<file path="config.mk">
export PLATFORM = sky130hd
export DESIGN_NAME = dws_top
export DESIGN_NICKNAME = d
export VERILOG_FILES = /design/src/rtl/dws_pkg.sv /design/src/rtl/dws_classify.sv /design/src/rtl/dws_pair.sv /design/src/rtl/dws_issue_reg.sv /design/src/rtl/dws_top.sv
export SDC_FILE = /design/constraint.sdc
export NUM_CORES = 1
export LEC_CHECK = 0
export BUFFER_PORTS_ARGS = -buffer_cell sky130_fd_sc_hd__clkbuf_2
export CORE_MARGIN = 2
export CORE_UTILIZATION = 57
export DETAILED_ROUTE_END_ITERATION = 10
export PLACE_DENSITY = 0.84
export SYNTH_ARGS = -nofsm -noshare
export SYNTH_HDL_FRONTEND = slang
export SYNTH_SLANG_ARGS = --single-unit
</file>
<file path="constraint.sdc">
create_clock -name clk_i -period 4.3 [get_ports clk_i]
set_input_delay 0.86 -clock clk_i [delete_from_list [all_inputs] [get_ports clk_i]]
set_output_delay 0.86 -clock clk_i [all_outputs]
set_load 0.05 [all_outputs]
</file>
<file path="src/rtl/dws_pkg.sv">
package dws_pkg;
  typedef enum logic [2:0] {
    OP_NOP   = 3'd0,
    OP_MOVE  = 3'd1,
    OP_CALL  = 3'd2,
    OP_GOTO  = 3'd3,
    OP_LDPTR = 3'd4,
    OP_TSTZ  = 3'd5,
    OP_OTHER = 3'd6
  } op_e;

  localparam logic [3:0] TAIL_TAG = 4'b1111;
endpackage

</file>
<file path="src/rtl/dws_classify.sv">
module dws_classify import dws_pkg::*; #(
  parameter int WORD_W = 16,
  localparam int OPND_W = WORD_W - 4
) (
  input  logic [WORD_W-1:0] word_i,
  output op_e               op_o,
  output logic              lead_o,
  output logic              tail_o,
  output logic [OPND_W-1:0] src_o
);
  logic [7:0] hi8;
  assign hi8 = word_i[WORD_W-1 -: 8];

  always_comb begin
    op_o   = OP_OTHER;
    lead_o = 1'b0;
    tail_o = 1'b0;
    src_o  = word_i[OPND_W-1:0];
    if (hi8[7:4] == 4'b1100) begin
      op_o   = OP_MOVE;
      lead_o = 1'b1;
    end else if (hi8[7:1] == 7'b1110110) begin
      op_o   = OP_CALL;
      lead_o = 1'b1;
      src_o  = OPND_W'(word_i[7:0]);
    end else if (hi8 == 8'b1110_1110) begin
      op_o   = OP_LDPTR;
      lead_o = 1'b1;
      src_o  = OPND_W'(word_i[7:0]);
    end else if (hi8 == 8'b1110_1111) begin
      op_o   = OP_GOTO;
      lead_o = 1'b1;
      src_o  = OPND_W'(word_i[7:0]);
    end else if (hi8[7:4] == TAIL_TAG) begin
      op_o   = OP_NOP;
      tail_o = 1'b1;
      src_o  = '0;
    end else if (hi8[7:1] == 7'b0110011) begin
      op_o  = OP_TSTZ;
      src_o = OPND_W'(word_i[8:0]);
    end
  end
endmodule

</file>
<file path="src/rtl/dws_pair.sv">
module dws_pair import dws_pkg::*; #(
  parameter int WORD_W = 16,
  localparam int OPND_W = WORD_W - 4
) (
  input  logic              clk_i,
  input  logic              rst_ni,
  input  logic              valid_i,
  input  logic              skip_i,
  input  op_e               cls_op_i,
  input  logic              cls_lead_i,
  input  logic              cls_tail_i,
  input  logic [OPND_W-1:0] cls_src_i,
  input  logic [OPND_W-1:0] word_lo_i,
  output logic              pend_o,
  output logic              fire_o,
  output op_e               op_o,
  output logic [OPND_W-1:0] src_o,
  output logic [OPND_W-1:0] dst_o,
  output logic              orphan_o
);
  logic              pend_q, pend_d;
  op_e               lop_q, lop_d;
  logic [OPND_W-1:0] lsrc_q, lsrc_d;

  always_comb begin
    pend_d   = pend_q;
    lop_d    = lop_q;
    lsrc_d   = lsrc_q;
    fire_o   = 1'b0;
    op_o     = OP_NOP;
    src_o    = '0;
    dst_o    = '0;
    orphan_o = 1'b0;
    if (valid_i) begin
      if (pend_q) begin
        // operand word, consumed whatever its tag
        fire_o = 1'b1;
        op_o   = lop_q;
        src_o  = lsrc_q;
        dst_o  = word_lo_i;
        pend_d = 1'b0;
      end else if (skip_i) begin
        fire_o = 1'b1;
      end else if (cls_lead_i) begin
        pend_d = 1'b1;
        lop_d  = cls_op_i;
        lsrc_d = cls_src_i;
      end else begin
        fire_o   = 1'b1;
        op_o     = cls_op_i;
        src_o    = cls_src_i;
        orphan_o = cls_tail_i;
      end
    end
  end

  always_ff @(posedge clk_i or negedge rst_ni) begin
    if (!rst_ni) begin
      pend_q <= 1'b0;
      lop_q  <= OP_NOP;
      lsrc_q <= '0;
    end else begin
      pend_q <= pend_d;
      lop_q  <= lop_d;
      lsrc_q <= lsrc_d;
    end
  end

  assign pend_o = pend_q;

  a_r4_pend_clears: assert property (@(posedge clk_i) disable iff (!rst_ni)
    pend_q && valid_i |=> !pend_q);
  a_r2_lead_sets: assert property (@(posedge clk_i) disable iff (!rst_ni)
    !pend_q && valid_i && !skip_i && cls_lead_i |=> pend_q);
  a_r10_idle_holds: assert property (@(posedge clk_i) disable iff (!rst_ni)
    !valid_i |=> $stable(pend_q));
endmodule

</file>
<file path="src/rtl/dws_issue_reg.sv">
module dws_issue_reg import dws_pkg::*; #(
  parameter int OPND_W = 12
) (
  input  logic              clk_i,
  input  logic              rst_ni,
  input  logic              fire_i,
  input  op_e               op_i,
  input  logic [OPND_W-1:0] src_i,
  input  logic [OPND_W-1:0] dst_i,
  input  logic              orphan_i,
  output logic              issue_o,
  output op_e               op_o,
  output logic [OPND_W-1:0] src_o,
  output logic [OPND_W-1:0] dst_o,
  output logic              nop_o
);
  always_ff @(posedge clk_i or negedge rst_ni) begin
    if (!rst_ni) begin
      issue_o <= 1'b0;
      op_o    <= OP_NOP;
      src_o   <= '0;
      dst_o   <= '0;
      nop_o   <= 1'b0;
    end else begin
      issue_o <= fire_i;
      nop_o   <= fire_i & orphan_i;
      if (fire_i) begin
        op_o  <= op_i;
        src_o <= src_i;
        dst_o <= dst_i;
      end
    end
  end

  a_r6_orphan_is_nop: assert property (@(posedge clk_i) disable iff (!rst_ni)
    nop_o |-> issue_o && op_o == OP_NOP);
endmodule

</file>
<file path="src/rtl/dws_top.sv">
module dws_top import dws_pkg::*; #(
  parameter int WORD_W = 16,
  localparam int OPND_W = WORD_W - 4
) (
  input  logic              clk_i,
  input  logic              rst_ni,
  input  logic              word_valid_i,
  input  logic [WORD_W-1:0] word_i,
  input  logic              skip_i,
  output logic              issue_o,
  output logic [2:0]        op_o,
  output logic [OPND_W-1:0] src_o,
  output logic [OPND_W-1:0] dst_o,
  output logic              nop_o
);
  op_e               cls_op, pr_op, iss_op;
  logic              cls_lead, cls_tail, pend, fire, orphan;
  logic [OPND_W-1:0] cls_src, pr_src, pr_dst;

  dws_classify #(.WORD_W(WORD_W)) u_cls (
    .word_i (word_i),
    .op_o   (cls_op),
    .lead_o (cls_lead),
    .tail_o (cls_tail),
    .src_o  (cls_src)
  );

  dws_pair #(.WORD_W(WORD_W)) u_pair (
    .clk_i      (clk_i),
    .rst_ni     (rst_ni),
    .valid_i    (word_valid_i),
    .skip_i     (skip_i),
    .cls_op_i   (cls_op),
    .cls_lead_i (cls_lead),
    .cls_tail_i (cls_tail),
    .cls_src_i  (cls_src),
    .word_lo_i  (word_i[OPND_W-1:0]),
    .pend_o     (pend),
    .fire_o     (fire),
    .op_o       (pr_op),
    .src_o      (pr_src),
    .dst_o      (pr_dst),
    .orphan_o   (orphan)
  );

  dws_issue_reg #(.OPND_W(OPND_W)) u_iss (
    .clk_i    (clk_i),
    .rst_ni   (rst_ni),
    .fire_i   (fire),
    .op_i     (pr_op),
    .src_i    (pr_src),
    .dst_i    (pr_dst),
    .orphan_i (orphan),
    .issue_o  (issue_o),
    .op_o     (iss_op),
    .src_o    (src_o),
    .dst_o    (dst_o),
    .nop_o    (nop_o)
  );

  assign op_o = iss_op;

  a_r2_lead_silent: assert property (@(posedge clk_i) disable iff (!rst_ni)
    word_valid_i && !pend && !skip_i && cls_lead |=> !issue_o);
  a_r5_skip_nop: assert property (@(posedge clk_i) disable iff (!rst_ni)
    word_valid_i && !pend && skip_i |=> issue_o && op_o == 3'd0 && !nop_o && !pend);
  a_r9_skip_ignored: assert property (@(posedge clk_i) disable iff (!rst_ni)
    word_valid_i && pend && skip_i |=> issue_o && !nop_o);
  a_r10_idle_quiet: assert property (@(posedge clk_i) disable iff (!rst_ni)
    !word_valid_i |=> !issue_o);
endmodule

</file>
Word level (Yosys, flattened, before mapping)

Index checks and enable logic that the tools add are counted.

Flip-flop bits (word level): 45
Latch bits: 0
Memory bits (writable): 0
ROM bits: 0
Bits of input ports: 20
Logic and storage cells: 60
Memories: 0

Add/subtract/negate cells: 0
Multipliers: 0
Div/mod/pow operators: 0
Order comparisons: 0
Equality and inequality tests: 6
Shift-type cells: 0
Mux-type cells: 42
Bitwise logic cells: 3
Reduce and logical (&&, ||, !) cells: 1

Operators with widths:

| operator           | count |
|---|---|
| $mux 12            | 12 |
| $mux 3             | 9 |
| $mux 1             | 20 |
| $eq 8x8->1 const B | 2 |
| $eq 4x4->1 const B | 2 |
| $eq 7x6->1 const B | 1 |
| $eq 7x7->1 const B | 1 |
| $reduce_and 4->1   | 1 |
| $mux 2             | 1 |
| $not 1->1          | 2 |
| $and 1x1->1        | 1 |

Longest topological paths before layout

Gate-level depths: netlist of the first run.

Word-level depth: 11
Mapped depth: 7
Mapped depth without buffers: 5

Hierarchy

Synthesis of the first run repeated with hierarchy kept, for this count alone.

Cell total of the unflattened synthesis: 194
Area, all modules: 2432.3 um^2

By module, submodules not included:

| module        | times used | cells each | area an instance (um^2) | seq. area each (um^2) |
|---|---|---|---|---|
| dws_issue_reg | 1          | 60         | 1158.6                  | 725.7 |
| dws_pair      | 1          | 104        | 1072.3                  | 400.4 |
| dws_classify  | 1          | 30         | 201.4                   | 0.0 |

Worst setup path after synthesis of the first run

OpenSTA, ideal clock, no wires.

Path type: input to register
From: input port skip_i
To: register u_pair.lsrc_q[0]
Library setup time: 0.127 ns
Arrival time: 1.885 ns
Required time: 4.173 ns
Path slack: 2.287 ns
Stages on the path: 4
Path through: or3b_4 -> nor3_4 -> buf_6 -> mux2_1

Word-level cells in the longest chain between the ends: 2

RTL lines:

| item                              | line           | RTL |
|---|---|---|
| from (decl)                       | dws_top.sv:9   | `input logic skip_i,` |
| $not 1->1 (no source line)        | n/a            |  |
| $reduce_and 4->1 (no source line) | n/a            |  |
| to (signal assigned)              | dws_pair.sv:65 | `lsrc_q <= lsrc_d;` |
| to (decl)                         | dws_pair.sv:23 | `logic [OPND_W-1:0] lsrc_q, lsrc_d;` |

Every way passes these cells.
A chain may end at the register's enable or synchronous reset.

Worst setup path in the final report of the first run

From: register u_pair.pend_q, in the netlist u_pair.pend_o
To: register u_iss.op_o[1]

Word-level cells in the longest chain between the ends: 2
Elaborated cells between the ends (all ways): 4

RTL lines:

| item                             | line                | RTL |
|---|---|---|
| from (decl)                      | dws_pair.sv:21      | `logic pend_q, pend_d;` |
| from (signal assigned)           | dws_pair.sv:63      | `pend_q <= pend_d;` |
| $mux 3 or $mux 1 (tied branches) | dws_pair.sv:35      | `if (pend_q) begin` |
| $mux 3 or $mux 1 (tied branches) | dws_pair.sv:34      | `if (valid_i) begin` |
| to (signal assigned)             | dws_issue_reg.sv:28 | `op_o <= op_i;` |
| to (decl)                        | dws_issue_reg.sv:12 | `output op_e op_o,` |

Parallel ways exist; a longest one is shown, timed or not.

==> results of run 1 <==
## metrics by stage
stage	hold WS [ns]	setup slack, ns	total power [mW]	cells	util [%]
6_report	0.4852	1.569	1.005	292	68.68
3_3_place_gp	0.4542	1.582	0.7463	284	66.34
3_5_place_dp	0.4588	1.565	0.7521	284	66.34
2_1_floorplan	0.4571	2.287	0.6904	202	-
4_1_cts	0.4884	1.603	1.006	292	68.68
5_1_grt	0.5241	1.357	1.053	292	68.68
## critical path, cell delays in order (launching register included)
cell and delay (ns):
dfrtp_1 0.76, or2_1 0.45, o31ai_4 0.78, inv_2 0.34, o21ai_1 0.21, a31oi_1 0.05
## layout make-up
type / count / area [um^2] / area share (%)
repair buffers: 49 / 247.7 / 10.56
clock buffers: 6 / 41.29 / 1.760
well taps: 46 / 57.56 / 2.453
flip-flops and latches: 45 / 1126 / 48.00
inverters: 2 / 7.507 / 0.3200
clock inverters: 2 / 38.79 / 1.653
multi-input cells: 142 / 827.0 / 35.25
## metal layers
metal	track usage [%]	vias to the layer above	routed length [um]	part of all wire [%]
met1	29.82	792	1936	46
met5	0	-	0	0
met3	4.754	13	196	4.7
met4	10.90	0	78	1.9
met2	36.07	59	1968	47
li1	-	792	-	-
## logic make-up after synthesis
family	Yosys count	share of synthesized area (%)
buffers and inverters	15	5.792
multiplexers	8	4.345
flip-flops	45	54.32
AND/OR/NAND/NOR	100	22.09
AO/OA/AOI/OAI	34	13.46
## state kept, by name (all words and copies together) (netlist names)
signal	count
u_pair.lop_q	3
u_iss.op_o	3
u_iss.issue_o	1
u_pair.pend_o	1
u_iss.nop_o	1
u_pair.lsrc_q	12
u_iss.dst_o	12
u_iss.src_o	12
## where the power goes
group	internal [mW]	leakage, nW	switching [mW]
Sequential	0.476	0.573	0.0345
Combinational	0.0665	0.569	0.167
Clock	0.124	0.0424	0.137
Total	0.667	1.18	0.338
## cell usage after synthesis
library cell	number	area share (%)
dfrtp_1	45	54
nor2_1	37	6.7
nand2_1	33	6.0
nand3_1	16	3.9
a221oi_1	9	3.8
mux2_1	6	3.3
a22o_1	5	2.1
a21oi_1	4	0.97
a31oi_1	4	1.2
buf_6	4	2.2
clkbuf_1	3	0.54
nand4_1	3	0.91
nor2b_1	3	0.91
o21ai_0	3	0.72
a32oi_1	2	0.85
buf_4	2	0.72
mux2_2	2	1.1
nand2b_1	2	0.60
a211oi_1	1	0.36
a21boi_4	1	0.91
buf_2	1	0.24
buf_8	1	0.72
clkbuf_4	1	0.36
clkbuf_8	1	0.66
inv_1	1	0.18
inv_2	1	0.18
nand3b_4	1	0.97
nor3_1	1	0.24
nor3_4	1	0.78
o211a_1	1	0.48
o21ai_1	1	0.24
o311ai_0	1	0.42
o31ai_1	1	0.36
o31ai_4	1	1.0
or2_1	1	0.30
or2_2	1	0.30
or3b_4	1	0.54
## how the worst max path moves through the flow
stage	start	endpoint	slack [ns]	depth (start not counted)
6_report	u_pair.pend_o	u_iss.op_o[1]	1.57	5
5_1_grt	u_pair.pend_o	u_iss.src_o[0]	1.36	5
4_1_cts	u_pair.pend_o	u_iss.op_o[1]	1.60	5
3_5_place_dp	skip_i	u_iss.src_o[2]	1.57	6
3_3_place_gp	skip_i	u_iss.op_o[1]	1.58	6
2_1_floorplan	skip_i	u_pair.lsrc_q[0]	2.29	4
==> flow_metrics.tcl, run 1 <==
set metrics [dict create \
    status "finished clean" \
    fillers 286 \
    worst_clock_skew_ns 0.02212 \
    num_rows 21 \
    p_leak_nw 1.184 \
    hold_path_class "register to register" \
    clock_sinks 45 \
    numCtsBuffers 5 \
    crit_type "register to register" \
    design_area_um2 2346 \
    cts-resized-gates 0 \
    io_buffers 48 \
    syn_avg_cell_area_um2 10.26 \
    vdd_drop_max_uv 269.6 \
    die_w_um 64.31 \
    cts.clk_slew.worst_paths_ns 0.14 \
    postRouteAntennaNets 0 \
    max_freq_mhz 366.2 \
    grt_pass1_wl_mm 7.189 \
    drtIter0Drc 66 \
    synth-seq-area-share_pct 54.32 \
    grt_remaining_overflow 0 \
    vias 1656 \
    post_drt_wl_per_cell_um 14.31 \
    rr_worst_depth 5 \
    rsz0062_at_grt "false" \
    detail_route.vias_per_cell 5.671 \
    cp-start-kind "register" \
    slew_headroom_pct 36.79 \
    endpoint_kind "register" \
    drv_slew 0 \
    synth_area_um2 2073 \
    cp.arrival_ns 2.97 \
    drt-pass1-iter-count 5 \
    clock_latency_ns 0.37 \
    power.density_nw_per_um2 428.2 \
    coreArea_um2 3416 \
    min_to "u_iss.dst_o[2]" \
    grt_use_total_pct 22.71 \
    max_cap_violations 0 \
    start_util_pct 60.70 \
    synthCells 202 \
    crit_path_max_fanout 31 \
    dieArea_um2 4136 \
    cts_buffer_depth 2 \
    cts_tree "done" \
    nNetsFinal 265 \
    clockRootBuffer "clkbuf_4" \
    hold_start "u_iss.dst_o[2]" \
    post-route-period-util_pct 63.51 \
    fin_setup_tns_ns 0 \
    layout_commonest_cell "clkbuf_2" \
    mostFrequentLayoutCells "clkbuf_2, dfrtp_1, nor2_1" \
    area_delta_synth_final_pct 13.16 \
    grt_pass1_vias 1562 \
    yosysUniqueCellTypes 37 \
    cts_setup_buffers 0 \
    synth-warning-count 0 \
    num_antenna_cells 0 \
    dp.final_hpwl_mm 2.836 \
    place_area_um2 2266 \
    reg2reg_slack_ns 1.57 \
    required_ns 4.54 \
    die_y_um 64.31 \
    place.gp.congestion 0.8458 \
    pin_count 49 \
    syn_nets 222 \
    wirelength_mm 4.179 \
    hold_buffers 0 \
    drive_gt1_share_pct 26.42 \
    fin_crit_ns 2.731 \
    hold_depth 2 \
    drcViolationCount 0 \
    hold_viol_final 0 \
    rr_startpoint "u_pair.pend_o" \
    grt_max_degree 46 \
    tightest_slew_ns 0.9482 \
    htreeDepth 2 \
    r2r-end "u_iss.op_o[1]" \
    antenna_found_initial 0 \
    synth_seq_cells 45 \
    setup_violations 0 \
]
(Power assumes the default switching activity.)
==> run 2: changes to the inputs <==
Settings changed: CORE_UTILIZATION 57 to 53, PLACE_DENSITY 0.84 to 0.79.
Clock period 4.3 ns to 2.8 ns, I/O delays scaled along.
==> flow_metrics.tcl, run 2 (same netlist as run 1, synthesis figures left out) <==
set metrics [dict create \
    vias 1693 \
    detail_route.vias_per_cell 5.700 \
    grt_use_total_pct 22.13 \
    reg2reg_slack_ns 0.93 \
    rr_worst_depth 5 \
    p_leak_nw 1.214 \
    dp.final_hpwl_mm 3.033 \
    drt-pass1-iter-count 4 \
    numCtsBuffers 5 \
    drive_gt1_share_pct 27.71 \
    clock_sinks 45 \
    postRouteAntennaNets 0 \
    place.gp.congestion 0.8077 \
    max_cap_violations 0 \
    r2r-end "u_iss.src_o[10]" \
    num_rows 22 \
    grt_max_degree 46 \
    drv_slew 0 \
    fin_crit_ns 1.867 \
    setup_violations 0 \
    fin_setup_tns_ns 0 \
    mostFrequentLayoutCells "clkbuf_2, dfrtp_1, nor2_1" \
    num_antenna_cells 0 \
    design_area_um2 2411 \
    dieArea_um2 4428 \
    layout_commonest_cell "clkbuf_2" \
    nNetsFinal 268 \
    endpoint_kind "register" \
    place_area_um2 2291 \
    grt_pass1_vias 1584 \
    cts_setup_buffers 0 \
    die_y_um 66.55 \
    io_buffers 48 \
    grt_pass1_wl_mm 7.231 \
    hold_path_class "input port to async pin" \
    max_freq_mhz 535.6 \
    antenna_found_initial 0 \
    hold_buffers 0 \
    post_drt_wl_per_cell_um 15.08 \
    fillers 307 \
    clock_latency_ns 0.30 \
    coreArea_um2 3716 \
    clockRootBuffer "clkbuf_8" \
    wirelength_mm 4.479 \
    start_util_pct 55.79 \
    tightest_slew_ns 0.6495 \
    cts_tree "done" \
    drtIter0Drc 136 \
    rr_startpoint "u_pair.pend_o" \
    drcViolationCount 0 \
    grt_remaining_overflow 0 \
    status "finished clean" \
    cp.arrival_ns 2.10 \
    crit_path_start "u_pair.pend_o" \
    cts.clk_slew.worst_paths_ns 0.08 \
    hold_viol_final 0 \
    crit_type "register to register" \
    crit_path_max_fanout 27 \
    required_ns 3.03 \
    cp-start-kind "register" \
    post-route-period-util_pct 66.68 \
    slew_headroom_pct 56.37 \
    area_delta_synth_final_pct 16.29 \
    power.density_nw_per_um2 689.6 \
    vdd_drop_max_uv 340.4 \
    top_regs "u_iss.dst_o: 12 flops, u_iss.src_o: 12 flops, u_pair.lsrc_q: 12 flops" \
    htreeDepth 2 \
    rsz0062_at_grt "false" \
    die_w_um 66.55 \
    cts_buffer_depth 2 \
    pin_count 49 \
    cts-resized-gates 0 \
    worst_clock_skew_ns 0.002357 \
]
-- run 2: cell types whose count changed in the layout (fill, tap and decap cells not counted) --
cell	change
clkinvlp_4	+1
clkbuf_8	+6
clkbuf_1	-1
buf_4	+3
clkbuf_4	-5
clkinv_4	-1
-- run 2: worst max-delay path by stage --
stage | end | slack [ns] | cells past startpoint
CTS | u_pair.lsrc_q[3] | 0.93 | 3
detailed placement | u_pair.lsrc_q[3] | 0.72 | 4
finish | u_iss.src_o[10] | 0.93 | 5
global route | u_pair.lsrc_q[3] | 0.84 | 3
floorplan | u_pair.lsrc_q[0] | 1.09 | 4
global placement | u_pair.lsrc_q[2] | 0.77 | 4
-- run 2: final cells by class --
class | count | area (um^2) | share of cell area, %
Clock buffer | 6 | 82.58 | 3.425
Clock inverter | 2 | 37.54 | 1.557
Timing Repair Buffer | 52 | 270.3 | 11.21
Multi-Input combinational cell | 142 | 827.0 | 34.30
Sequential cell | 45 | 1126 | 46.70
Tap cell | 48 | 60.06 | 2.491
Inverter | 2 | 7.507 | 0.3114
-- run 2: metal layers --
metal  vias up  share of wire [%]  GRT usage [%]
li1        792                  -              -
met1       821                 44          28.73
met2        70                 47          35.38
met3        10                5.8          3.547
met4         0                2.7          11.99
met5         -                  0              0
-- run 2: critical path, cell delays in order (launching register included) --
cell	delay, ns
dfrtp_1	0.43
buf_4	0.25
nor2_1	0.30
o211a_1	0.48
a32oi_1	0.17
a21oi_1	0.17
-- run 2: report_power, final --
part | switching, mW | leakage, nW | internal (mW) | total (mW)
clock network | 0.225 | 0.0574 | 0.290 | 0.515
registers | 0.0440 | 0.573 | 0.732 | 0.776
logic | 0.267 | 0.584 | 0.105 | 0.372
total | 0.535 | 1.21 | 1.13 | 1.66
-- run 2: metrics by stage --
step                      setup slack (ns)  hold slack, ns  instances  utilization, %  power, mW
final                               0.9330          0.3197        297           64.88      1.663
after global routing                0.8376          0.3859        297           64.88      1.732
after CTS                           0.9262          0.3477        297           64.88      1.672
after detailed placement            0.7232          0.4584        289           61.65      1.162
after global placement              0.7681          0.4482        289           61.65      1.152
after floorplan                      1.087          0.2644        202               -      1.060
